===== src/rtl/dsrx_pkg.sv =====
`timescale 1ns/1ps
package dsrx_pkg;
  localparam int DATA_BITS = 8;
  localparam int CTRL_BITS = 2;
  localparam int NULL_LEN  = 7;
  localparam logic [NULL_LEN-1:0] NULL_TAIL = 7'b1110100;

  localparam logic [1:0] CC_FCT = 2'b00;
  localparam logic [1:0] CC_EOP = 2'b01;
  localparam logic [1:0] CC_EEP = 2'b10;
  localparam logic [1:0] CC_ESC = 2'b11;

  typedef enum logic [1:0] {ST_HUNT, ST_HEAD, ST_BODY} rx_state_e;

  typedef enum logic [3:0] {
    EV_NONE, EV_DATA, EV_EOP, EV_EEP, EV_FCT, EV_NULL, EV_TIME, EV_ESC, EV_ERR
  } rx_event_e;

  // odd parity over previous payload, current parity bit and current flag
  function automatic logic parity_good(logic prev_pay, logic pbit, logic flag);
    return prev_pay ^ pbit ^ flag;
  endfunction

  function automatic rx_event_e classify(logic esc, logic par_ok, logic flag,
                                         logic [1:0] code);
    if (!par_ok) return EV_ERR;
    if (!flag) return esc ? EV_TIME : EV_DATA;
    case (code)
      CC_FCT:  return esc ? EV_NULL : EV_FCT;
      CC_EOP:  return esc ? EV_ERR : EV_EOP;
      CC_EEP:  return esc ? EV_ERR : EV_EEP;
      default: return esc ? EV_ERR : EV_ESC;
    endcase
  endfunction

  function automatic logic [8:0] fifo_word(rx_event_e ev, logic [7:0] b);
    case (ev)
      EV_DATA: return {1'b0, b};
      EV_EOP:  return 9'h100;
      EV_EEP:  return 9'h101;
      default: return 9'h000;
    endcase
  endfunction
endpackage


===== src/rtl/dsrx_bit_recover.sv =====
`timescale 1ns/1ps
module dsrx_bit_recover #(
  parameter int SYNC_STAGES = 2
) (
  input  logic clk,
  input  logic rst_n,
  input  logic ds_d,
  input  logic ds_s,
  output logic bit_stb,
  output logic bit_val
);
  localparam int TOP = SYNC_STAGES - 1;

  logic [TOP:0] d_pipe, s_pipe;
  logic         phase_q;
  logic         phase_now;

  always_ff @(posedge clk) begin
    if (!rst_n) begin
      d_pipe  <= '0;
      s_pipe  <= '0;
      phase_q <= 1'b0;
    end else begin
      d_pipe  <= {d_pipe[TOP-1:0], ds_d};
      s_pipe  <= {s_pipe[TOP-1:0], ds_s};
      phase_q <= phase_now;
    end
  end

  // recovered clock level; each change of it carries one bit
  assign phase_now = d_pipe[TOP] ^ s_pipe[TOP];
  assign bit_stb   = phase_now != phase_q;
  assign bit_val   = d_pipe[TOP];
endmodule


===== src/rtl/dsrx_char_decoder.sv =====
`timescale 1ns/1ps
module dsrx_char_decoder
  import dsrx_pkg::*;
(
  input  logic       clk,
  input  logic       rst_n,
  input  logic       bit_stb,
  input  logic       bit_val,
  output logic       aligned,
  output rx_event_e  ev,
  output logic [7:0] ev_byte
);
  localparam int CW = $clog2(DATA_BITS);

  rx_state_e             st_q;
  logic [NULL_LEN-2:0]   win_q;
  logic [CW-1:0]         cnt_q;
  logic [DATA_BITS-1:0]  body_q;
  logic                  par_q, flag_q, esc_q, prev_pay_q;

  logic [DATA_BITS-1:0]  nb;
  logic [CW-1:0]         last;
  logic [1:0]            code;
  logic                  pay_par;
  logic                  null_hit;
  rx_event_e             kind;

  always_comb begin
    nb       = {bit_val, body_q[DATA_BITS-1:1]};
    last     = flag_q ? CW'(CTRL_BITS - 1) : CW'(DATA_BITS - 1);
    code     = {nb[DATA_BITS-2], nb[DATA_BITS-1]};
    pay_par  = flag_q ? ^nb[DATA_BITS-1:DATA_BITS-2] : ^nb;
    kind     = classify(esc_q, parity_good(prev_pay_q, par_q, flag_q), flag_q, code);
    null_hit = {win_q, bit_val} == NULL_TAIL;
  end

  always_ff @(posedge clk) begin
    if (!rst_n) begin
      st_q       <= ST_HUNT;
      win_q      <= '0;
      cnt_q      <= '0;
      body_q     <= '0;
      par_q      <= 1'b0;
      flag_q     <= 1'b0;
      esc_q      <= 1'b0;
      prev_pay_q <= 1'b0;
      aligned    <= 1'b0;
      ev         <= EV_NONE;
      ev_byte    <= '0;
    end else begin
      ev <= EV_NONE;
      if (bit_stb) begin
        case (st_q)
          ST_HUNT: begin
            win_q <= {win_q[NULL_LEN-3:0], bit_val};
            if (null_hit) begin
              st_q       <= ST_HEAD;
              win_q      <= '0;
              cnt_q      <= '0;
              aligned    <= 1'b1;
              esc_q      <= 1'b0;
              prev_pay_q <= 1'b0;
              ev         <= EV_NULL;
            end
          end
          ST_HEAD: begin
            if (cnt_q == '0) begin
              par_q <= bit_val;
              cnt_q <= CW'(1);
            end else begin
              flag_q <= bit_val;
              cnt_q  <= '0;
              st_q   <= ST_BODY;
            end
          end
          default: begin
            body_q <= nb;
            if (cnt_q == last) begin
              cnt_q      <= '0;
              prev_pay_q <= pay_par;
              ev         <= kind;
              ev_byte    <= nb;
              esc_q      <= kind == EV_ESC;
              st_q       <= ST_HEAD;
              if (kind == EV_ERR) begin
                st_q    <= ST_HUNT;
                aligned <= 1'b0;
                win_q   <= '0;
              end
            end else begin
              cnt_q <= cnt_q + CW'(1);
            end
          end
        endcase
      end
    end
  end
endmodule


===== src/rtl/dsrx_req_ack.sv =====
`timescale 1ns/1ps
module dsrx_req_ack (
  input  logic clk,
  input  logic rst_n,
  input  logic evt,
  input  logic ack,
  output logic req
);
  // four-phase: new request only once ack has returned low
  always_ff @(posedge clk) begin
    if (!rst_n)            req <= 1'b0;
    else if (req)          req <= !ack;
    else if (evt && !ack)  req <= 1'b1;
  end
endmodule


===== src/rtl/dsrx_rx.sv =====
`timescale 1ns/1ps
module dsrx_rx
  import dsrx_pkg::*;
#(
  parameter int SYNC_STAGES = 2
) (
  input  logic       clk,
  input  logic       rst_n,
  input  logic       ds_d,
  input  logic       ds_s,
  output logic       null_seen,
  output logic       null_pulse,
  output logic       fifo_wr,
  output logic [8:0] fifo_wdata,
  output logic       rx_err,
  output logic       fct_req,
  input  logic       fct_ack,
  output logic       tc_req,
  input  logic       tc_ack,
  output logic [5:0] tc_time,
  output logic [1:0] tc_flags
);
  logic       bit_stb, bit_val;
  rx_event_e  ev;
  logic [7:0] ev_byte;
  logic [7:0] tc_hold_q;
  logic       fct_evt, tc_evt;

  dsrx_bit_recover #(.SYNC_STAGES(SYNC_STAGES)) u_bits (
    .clk(clk), .rst_n(rst_n), .ds_d(ds_d), .ds_s(ds_s),
    .bit_stb(bit_stb), .bit_val(bit_val)
  );

  dsrx_char_decoder u_dec (
    .clk(clk), .rst_n(rst_n), .bit_stb(bit_stb), .bit_val(bit_val),
    .aligned(null_seen), .ev(ev), .ev_byte(ev_byte)
  );

  assign fct_evt    = ev == EV_FCT;
  assign tc_evt     = ev == EV_TIME;
  assign null_pulse = ev == EV_NULL;
  assign rx_err     = ev == EV_ERR;
  assign fifo_wr    = (ev == EV_DATA) || (ev == EV_EOP) || (ev == EV_EEP);
  assign fifo_wdata = fifo_word(ev, ev_byte);

  dsrx_req_ack u_fct_hs (
    .clk(clk), .rst_n(rst_n), .evt(fct_evt), .ack(fct_ack), .req(fct_req)
  );

  dsrx_req_ack u_tc_hs (
    .clk(clk), .rst_n(rst_n), .evt(tc_evt), .ack(tc_ack), .req(tc_req)
  );

  // held value may only change while no request is outstanding
  always_ff @(posedge clk) begin
    if (!rst_n)                 tc_hold_q <= '0;
    else if (tc_evt && !tc_req) tc_hold_q <= ev_byte;
  end

  assign tc_time  = tc_hold_q[5:0];
  assign tc_flags = tc_hold_q[7:6];
endmodule


===== config.mk =====
export PLATFORM = sky130hd
export DESIGN_NAME = dsrx_rx
export DESIGN_NICKNAME = d
export VERILOG_FILES = /design/src/rtl/dsrx_pkg.sv /design/src/rtl/dsrx_bit_recover.sv /design/src/rtl/dsrx_char_decoder.sv /design/src/rtl/dsrx_req_ack.sv /design/src/rtl/dsrx_rx.sv
export SDC_FILE = /design/constraint.sdc
export NUM_CORES = 1
export LEC_CHECK = 0
export ABC_AREA = 0
export BUFFER_PORTS_ARGS = -buffer_cell sky130_fd_sc_hd__buf_2
export CORE_MARGIN = 1.5
export CORE_UTILIZATION = 55
export DETAILED_ROUTE_END_ITERATION = 10
export HOLD_SLACK_MARGIN = 0.03
export PLACE_DENSITY_LB_ADDON = 0.1
export SYNTH_ARGS = -nofsm -noshare
export SYNTH_HDL_FRONTEND = slang
export SYNTH_SLANG_ARGS = --single-unit

===== constraint.sdc =====
create_clock -name clk -period 4.7 [get_ports clk]
set_input_delay 0.94 -clock clk [delete_from_list [all_inputs] [get_ports clk]]
set_output_delay 0.94 -clock clk [all_outputs]
set_load 0.05 [all_outputs]

# Yosys cells after proc, flatten, opt, wreduce, memory -nomap -nowiden
# Cells that the tools add are included.
[totals]
word_cells = 112
register_bits = 51
input_bits = 6
output_inout_bits = 23
[op_classes]
n_eq_ne = 17
n_reduce_logical = 27
muxes = 44
bitwise = 6
add_sub_neg = 1
[op_table]
columns = ["operator", "n"]
rows = [
  ["$mux W4", 8],
  ["$pmux W9 S3", 1],
  ["$mux W6", 3],
  ["$eq A4 B3 Y1 const B", 4],
  ["$mux W1", 16],
  ["$mux W3", 5],
  ["$pmux W4 S3", 1],
  ["$pmux W6 S2", 1],
  ["$reduce_and A4 Y1", 3],
  ["$reduce_and A3 Y1", 3],
  ["$eq A4 B2 Y1 const B", 2],
  ["$eq A4 B4 Y1 const B", 2],
  ["$pmux W4 S2", 1],
  ["$reduce_xor A8 Y1", 1],
  ["$eq A7 B7 Y1 const B", 1],
  ["$mux W2", 3],
  ["$pmux W1 S2", 3],
  ["$pmux W3 S2", 1],
  ["$reduce_and A2 Y1", 3],
  ["$reduce_and A5 Y1", 1],
  ["$eq A2 B1 Y1 const B", 2],
  ["$eq A4 B1 Y1 const B", 1],
  ["$logic_not A2 Y1", 2],
  ["$pmux W2 S2", 1],
  ["16 further kinds", 26],
]

# Logic depth before layout (Yosys ltp)
# Gate-level depths: netlist of run 1.
[logic_depth]
word_depth = 10
depth_mapped = 8

# By module
# A second synthesis of run 1 with hierarchy kept.
[unflattened]
cells_unflattened = 272
area_unflattened_um2 = 2403.6
[by_module_without_submodules]
columns = ["module", "cells_per_inst", "instances", "area_per_inst_um2"]
rows = [
  ["dsrx_char_decoder", 200, 1, 1732.9],
  ["dsrx_rx", 54, 1, 447.9],
  ["dsrx_bit_recover", 12, 1, 150.1],
  ["dsrx_req_ack", 3, 2, 36.3],
]

# Worst setup path after synthesis of run 1
# OpenSTA, ideal clock, no wires.
[synth_path]
kind = "register to output"
from = "register u_dec.ev[1]"
to = "output fifo_wr"
setup_slack_ns = 1.738
path_buffers = 0
t_required_ns = 3.760
path_stages_with_launch = 4
arrival_ns = 2.022
path_cell_list = "dfxtp_1 > inv_1 > nor3_1 > or2_2"
[synth_via]
elab_chain_cells = 3
word_cells_on_any_way = 5
cone_classes = "3 x eq/ne; 2 x reduce/logical"
[synth_rtl]
columns = ["item", "line", "source"]
rows = [
  ["from (decl)", "dsrx_char_decoder.sv:10", "output rx_event_e ev,"],
  ["from (signal assigned)", "dsrx_char_decoder.sv:81", "ev <= kind;"],
  ["$eq A4 B1 Y1 or $eq A4 B2 Y1 (tied branches)", "dsrx_rx.sv:43", "assign fifo_wr = (ev == EV_DATA) || (ev == EV_EOP) || (ev == EV_EEP);"],
  ["$logic_or A1 B1 Y1", "dsrx_rx.sv:43", ""],
  ["$logic_or A1 B1 Y1 *", "dsrx_rx.sv:43", ""],
  ["to (decl)", "dsrx_rx.sv:13", "output logic fifo_wr,"],
]
# Mark *: on every way between the ends. The rest lies on a longest branch, timed or not.

# Worst setup path after layout of run 1
# Same ends and word-level chain as after synthesis.

==> results of run 1 <==
[cells in the final DEF (no fill, tap or decap), types with 6 or more instances in the layout]
| master | synthesis | final |
|---|---|---|
| dfxtp_1 | 50 | 50 |
| buf_2 | 3 | 28 |
| nor2_1 | 22 | 22 |
| inv_1 | 9 | 9 |
| nand3_1 | 14 | 14 |
| mux2i_1 | 11 | 11 |
| nor3_1 | 6 | 6 |
| o21ai_0 | 16 | 16 |
| ha_1 | 6 | 6 |
| a21oi_1 | 27 | 27 |
| and2_1 | 12 | 12 |
| nand2_1 | 36 | 36 |
[critical path, cell delays in order, from the launching register on]
cell     delay, ns
dfxtp_1       0.43
inv_1         0.10
and3_1        0.23
or2_2         0.29
buf_2         0.21
[registers in the layout, indices dropped and copies added (netlist names)]
signal / flops
u_dec.prev_pay_q: 1
u_fct_hs.req: 1
u_dec.esc_q: 1
u_bits.s_pipe: 2
u_dec.st_q: 2
u_dec.ev: 4
u_dec.cnt_q: 3
u_bits.d_pipe: 2
u_dec.body_q: 7
u_dec.ev_byte: 8
u_dec.par_q: 1
u_dec.flag_q: 1
u_dec.aligned: 1
tc_hold_q: 8
u_bits.phase_q: 1
u_dec.win_q: 6
u_tc_hs.req: 1
[metal layers]
metal | GRT usage | wire, microns | up-vias
li1 | - | - | 977
met1 | 0.262 | 2160 | 875
met2 | 0.376 | 2170 | 34
met3 | 0.0592 | 166 | 2
met4 | 0.0675 | 27 | 0
met5 | 0 | 0 | -
[worst max-delay path by stage]
stage / slack [ns] / endpoint / from
4_1_cts: 2.21 / fifo_wr / u_dec.ev[1]
2_1_floorplan: 1.74 / fifo_wr / u_dec.ev[1]
3_5_place_dp: 2.47 / u_dec.win_q[2] / u_bits.d_pipe[1]
6_report: 2.21 / fifo_wr / u_dec.ev[1]
5_1_grt: 2.11 / fifo_wdata[3] / u_dec.ev[3]
3_3_place_gp: 2.50 / u_dec.win_q[3] / u_bits.d_pipe[1]
[power by group]
| part | switching, uW | internal [uW] | total (uW) |
|---|---|---|---|
| combinational | 18.6 | 8.22 | 26.9 |
| clock | 131 | 159 | 291 |
| sequential | 2.22 | 426 | 428 |
[cell families (layout without fill, tap and decap cells)]
| group | Yosys count | in the layout | share of synthesized area |
|---|---|---|---|
| AO/OA/AOI/OAI | 58 | 58 | 0.149 |
| XOR/XNOR | 10 | 10 | 0.0505 |
| adder cells (fa/ha/maj) | 6 | 6 | 0.0322 |
| buffers and inverters | 21 | 46 | 0.0403 |
| flip-flops | 50 | 50 | 0.430 |
| multiplexers | 11 | 11 | 0.0473 |
| AND/OR/NAND/NOR | 115 | 115 | 0.251 |
[layout make-up]
class	instances	area, sq um
clock buffers	7	76.3
clock inverters	1	30.0
fillers	382	1440
inverters	9	33.8
multi-input cells	200	1230
flip-flops and latches	50	1000
well taps	50	62.6
repair buffers	29	148
[through the flow]
step,cells,power (uW),area [sq um],hold WS (ns)
6_report,346,745,2580,0.455
3_5_place_dp,338,465,2480,0.456
3_3_place_gp,338,464,2480,0.449
5_1_grt,346,775,2580,0.481
2_1_floorplan,271,457,2330,0.412
4_1_cts,346,756,2580,0.470
==> summary.md, run 1 <==
| Metric | Value |
|---|---|
| Status | `complete, no violations` |
| Initial core utilization | `0.578` |
| Vias in the first global route | `1,687` |
| Async set-or-reset flop fraction in the synthesized netlist | `0` |
| Max Fclk | `402 MHz` |
| Reg2reg start | `u_bits.d_pipe[1]` |
| Top post-synthesis cells by count | `50 x dfxtp_1, 36 x nand2_1, 27 x a21oi_1` |
| Skew-Pair Late Insertion Delay | `0.30 ns` |
| Clk pin slew, worst setup/hold paths | `0.08 ns` |
| Worst vdd ir | `0.181 mV` |
| Slew Viols, Final | `0` |
| Worst min path class | `reg -> reg` |
| H-tree depth | `2` |
| Gate Count Post-Synth | `271` |
| GR Util All Layers | `0.218` |
| Hold violation total from the final report | `0` |
| Post-CTS setup buffer count | `0` |
| Hold endpoint | `u_bits.s_pipe[1]` |
| Core area | `4030 sq um` |
| Max-Cap Viols | `0` |
| Top Ports | `29` |
| Nets | `307` |
| Power density over the cells | `288 nW/um^2` |
| Fraction of layout cells with a size suffix above 1 | `0.155` |
| Via Count | `1,888` |
| Setup Viol. Count Final | `0` |
| Worst Path Required | `3.76 ns` |
| Slew headroom | `0.466` |
| Global placer's final weighted congestion | `0.821` |
| Syn Nets | `283` |
| Total Routed Length | `4520 microns` |
| Syn-to-layout area delta | `11.0%` |
| CTS Buf Count | `5` |
| Via density | `5.46` |
| Rows | `23` |
| Worst reg2reg path depth | `7` |
| Critical path endpoint category | `output port` |
| Clock sink count | `50` |
| Syn Area/Cell | `8.59 sq um` |
| Port Buf Inserts | `28` |
| RSZ-0062 raised after global routing | `no` |
| Hold path depth | `1` |
| Synth unique cells | `48` |
| Reg2reg end | `u_dec.win_q[5]` |
| YS warnings | `0` |
| Tightest Pin Transition | `0.794 ns` |
| Post-synth EDFFs | `0` |
| TritonRoute pass-1 iters | `4` |
| Total grt overflow | `0` |
| WS Path Type | `reg -> out` |
| Most common cell in the netlist | `dfxtp_1` |
| Largest net degree at the start of global routing | `39` |
| Clock skew | `0.00750 ns` |
| Leading area contributor after synthesis | `dfxtp_1` |
| Remaining antenna violation count | `0` |
| Tmin final | `2.49 ns` |
| First-pass GRT wire length | `7460 microns` |
| Crit path launch type | `flop` |
| Critical Path AT | `1.55 ns` |
| Dpl hpwl | `3190 microns` |
| CTS tree | `built` |
| Post-Place Worst Slack | `2.47 ns` |
| Critical-path maximum fanout | `8` |
| CTS resizes | `0` |
| Synthesized cell area | `2330 sq um` |
| Initial antenna violation count | `0` |
| Diodes inserted | `0` |
| Sum Neg Setup Slack | `0 ns` |
| Hold wc startpoint | `u_bits.s_pipe[0]` |
| Seq/Total Area, Yosys | `0.430` |
| Die width | `68.1 microns` |
| Die Area | `4630 sq um` |
| Final Worst Setup Slack | `2.21 ns` |
| Final core utilization | `0.642` |
| LEAKAGE | `0.000986 uW` |
| DRT iter0 DRCs | `95` |
| Root buffer cell | `clkbuf_8` |
| Final Cycle Share | `0.529` |
| Residual DRC | `0` |
| Die height | `68.1 microns` |
| CTS Hold Bufs | `0` |
| Ys flop type | `dfxtp_1` |
| Top cells by area, synth | `dfxtp_1 43%, a21oi_1 5.8%, nand2_1 5.8%` |
| Yosys reg bits | `50` |
| FF-to-FF setup slack | `2.45 ns` |
| Max Buffers Root-to-Sink | `2` |
| Wire per inst | `13.1 microns` |
| Synth top area share | `0.430` |
(Power assumes the default switching activity.)
==> inputs of run 2 (changes only) <==
==> constraint.sdc (replaced) <==
create_clock -name clk -period 2.48 [get_ports clk]
set_input_delay 0.496 -clock clk [delete_from_list [all_inputs] [get_ports clk]]
set_output_delay 0.496 -clock clk [all_outputs]
set_load 0.05 [all_outputs]
==> summary.md, run 2 (synthesized netlist as in run 1, its figures left out) <==
| Metric | Value |
|---|---|
| Nets | `311 (+1.3%)` |
| WS Path Type | `reg -> reg` |
| Max-Cap Viols | `0 (unchanged)` |
| RSZ-0062 raised after global routing | `no` |
| Worst min path class | `in -> reg` |
| Port Buf Inserts | `28 (unchanged)` |
| CTS Buf Count | `5 (unchanged)` |
| Status | `complete, no violations` |
| CTS resizes | `0 (unchanged)` |
| Global placer's final weighted congestion | `0.844 (+2.8%)` |
| Wire per inst | `13.0 microns (-0.68%)` |
| Max Used Layer | `met4` |
| CTS Hold Bufs | `0 (unchanged)` |
| Met3 routed WL | `162 microns (-2.4%)` |
| Slew Viols, Final | `0 (unchanged)` |
| Tot Pwr | `1370 uW (+84%)` |
| Dpl hpwl | `3190 microns (-0.15%)` |
| DRT iter0 DRCs | `65 (-32%)` |
| GR Util All Layers | `0.222 (+0.00398)` |
| Critical Path AT | `2.42 ns (+0.87 ns)` |
| Max Buffers Root-to-Sink | `2 (unchanged)` |
| Fraction of layout cells with a size suffix above 1 | `0.180 (+0.0246)` |
| Worst Path Required | `2.71 ns (-1.05 ns)` |
| Post-Place Worst Slack | `0.299 ns (-2.17 ns)` |
| Hold Slack | `0.338 ns (-0.117 ns)` |
| Rows | `23 (unchanged)` |
| Setup Viol. Count Final | `0 (unchanged)` |
| Fin cells | `350 (+1.2%)` |
| First-pass GRT wire length | `7760 microns (+4.1%)` |
| Max Fclk | `457 MHz` |
| Tightest Pin Transition | `0.688 ns (-0.105 ns)` |
| Clk pin slew, worst setup/hold paths | `0.10 ns (+0.02 ns)` |
| Wl on met1 | `2190 microns (+1.6%)` |
| Via density | `5.36 (-1.7%)` |
| H-tree depth | `2 (unchanged)` |
| Tmin final | `2.19 ns` |
| Core area | `4030 sq um (unchanged)` |
| Slew headroom | `0.539 (+0.0730)` |
| Vias in the first global route | `1,746 (+3.5%)` |
| Placed cells | `342 (+1.2%)` |
| Clock skew | `0.0112 ns (+0.00368 ns)` |
| Sum Neg Setup Slack | `0 ns (unchanged)` |
| Via Count | `1,877 (-0.58%)` |
| Post-CTS setup buffer count | `0 (unchanged)` |
| Total grt overflow | `0 (unchanged)` |
| Critical-path maximum fanout | `12 (+4)` |
| Power density over the cells | `524 nW/um^2 (+82%)` |
| Initial antenna violation count | `0 (unchanged)` |
| Remaining antenna violation count | `0 (unchanged)` |
| LEAKAGE | `0.00101 uW (+2.3%)` |
| TritonRoute pass-1 iters | `4 (unchanged)` |
| Die width | `68.1 microns (unchanged)` |
| Die Area | `4630 sq um (unchanged)` |
| Worst vdd ir | `0.291 mV (+61%)` |
| Commonest non-fill, non-tap cell in the layout | `dfxtp_1` |
| Top Ports | `29 (unchanged)` |
| Total Routed Length | `4540 microns (+0.46%)` |
| Die height | `68.1 microns (unchanged)` |
| Root buffer cell | `clkbuf_8` |
| Clock sink count | `50 (unchanged)` |
| Largest registers | `tc_hold_q: 8 flops, u_dec.ev_byte: 8 flops, u_dec.body_q: 7 flops` |
| Initial core utilization | `0.578 (unchanged)` |
| Hold violation total from the final report | `0 (unchanged)` |
| Met2 WL | `2130 microns (-1.8%)` |
| Diodes inserted | `0 (unchanged)` |
| Residual DRC | `0 (unchanged)` |
| Crit path launch type | `flop` |
| Skew-Pair Late Insertion Delay | `0.31 ns (about the same)` |
| Largest net degree at the start of global routing | `40 (+2.6%)` |
| Syn-to-layout area delta | `12.5%` |
| Worst reg2reg path depth | `5 (-2)` |
| CTS tree | `built` |
| Final Cycle Share | `0.883` |
| Most frequent cells in the layout | `50 x dfxtp_1, 36 x nand2_1, 28 x buf_2` |
| Hold path depth | `2 (+1)` |
| Critical path endpoint category | `flop` |
| Final Worst Setup Slack | `0.290 ns (-1.92 ns)` |
## run 2: cell types whose count changed in the layout (fill, tap and decap cells not counted), sizes merged
cell    previous run  this run
clkinv             0         2
clkbuf             7         6
buf               29        33
bufinv             1         0
## run 2: worst paths after layout
kind | from | to | slack [ns]
max reg2reg | u_bits.d_pipe[1] | u_dec.prev_pay_q | 0.29
min | fct_ack | u_fct_hs.req | 0.34
min reg2reg | u_bits.s_pipe[0] | u_bits.s_pipe[1] | 0.45
max | u_bits.d_pipe[1] | u_dec.prev_pay_q | 0.29
## run 2: layout make-up
type                    count  area, sq um
fillers                   367         1410
multi-input cells         200         1240
flip-flops and latches     50         1000
repair buffers             33          178
clock buffers               6         82.6
well taps                  50         62.6
inverters                   9         33.8
clock inverters             2         17.5
## run 2: per-stage QoR
step | util | instance area (sq um)
finish | 0.650 | 2620
global route | 0.650 | 2620
CTS | 0.650 | 2620
detailed placement | 0.625 | 2520
global placement | 0.625 | 2520
floorplan | - | 2340
## run 2: power breakdown
| part | switching [uW] | leakage [uW] | internal, uW |
|---|---|---|---|
| registers | 4.32 | 0.000404 | 807 |
| logic | 36.2 | 0.000553 | 20.6 |
| clock network | 276 | 0.0000514 | 230 |
| total | 316 | 0.00101 | 1060 |
## run 2: critical path, stage by stage (launching register included)
cell	delay, ns
dfxtp_1	0.58
xor3_2	0.45
nand2_2	0.16
nor2_1	0.58
nand3_1	0.16
o221ai_1	0.19
## run 2: per-layer routing
metal,track usage,vias to the layer above
met3,0.0493,7
met1,0.280,850
met5,0,-
li1,-,986
met4,0.0675,0
met2,0.376,34
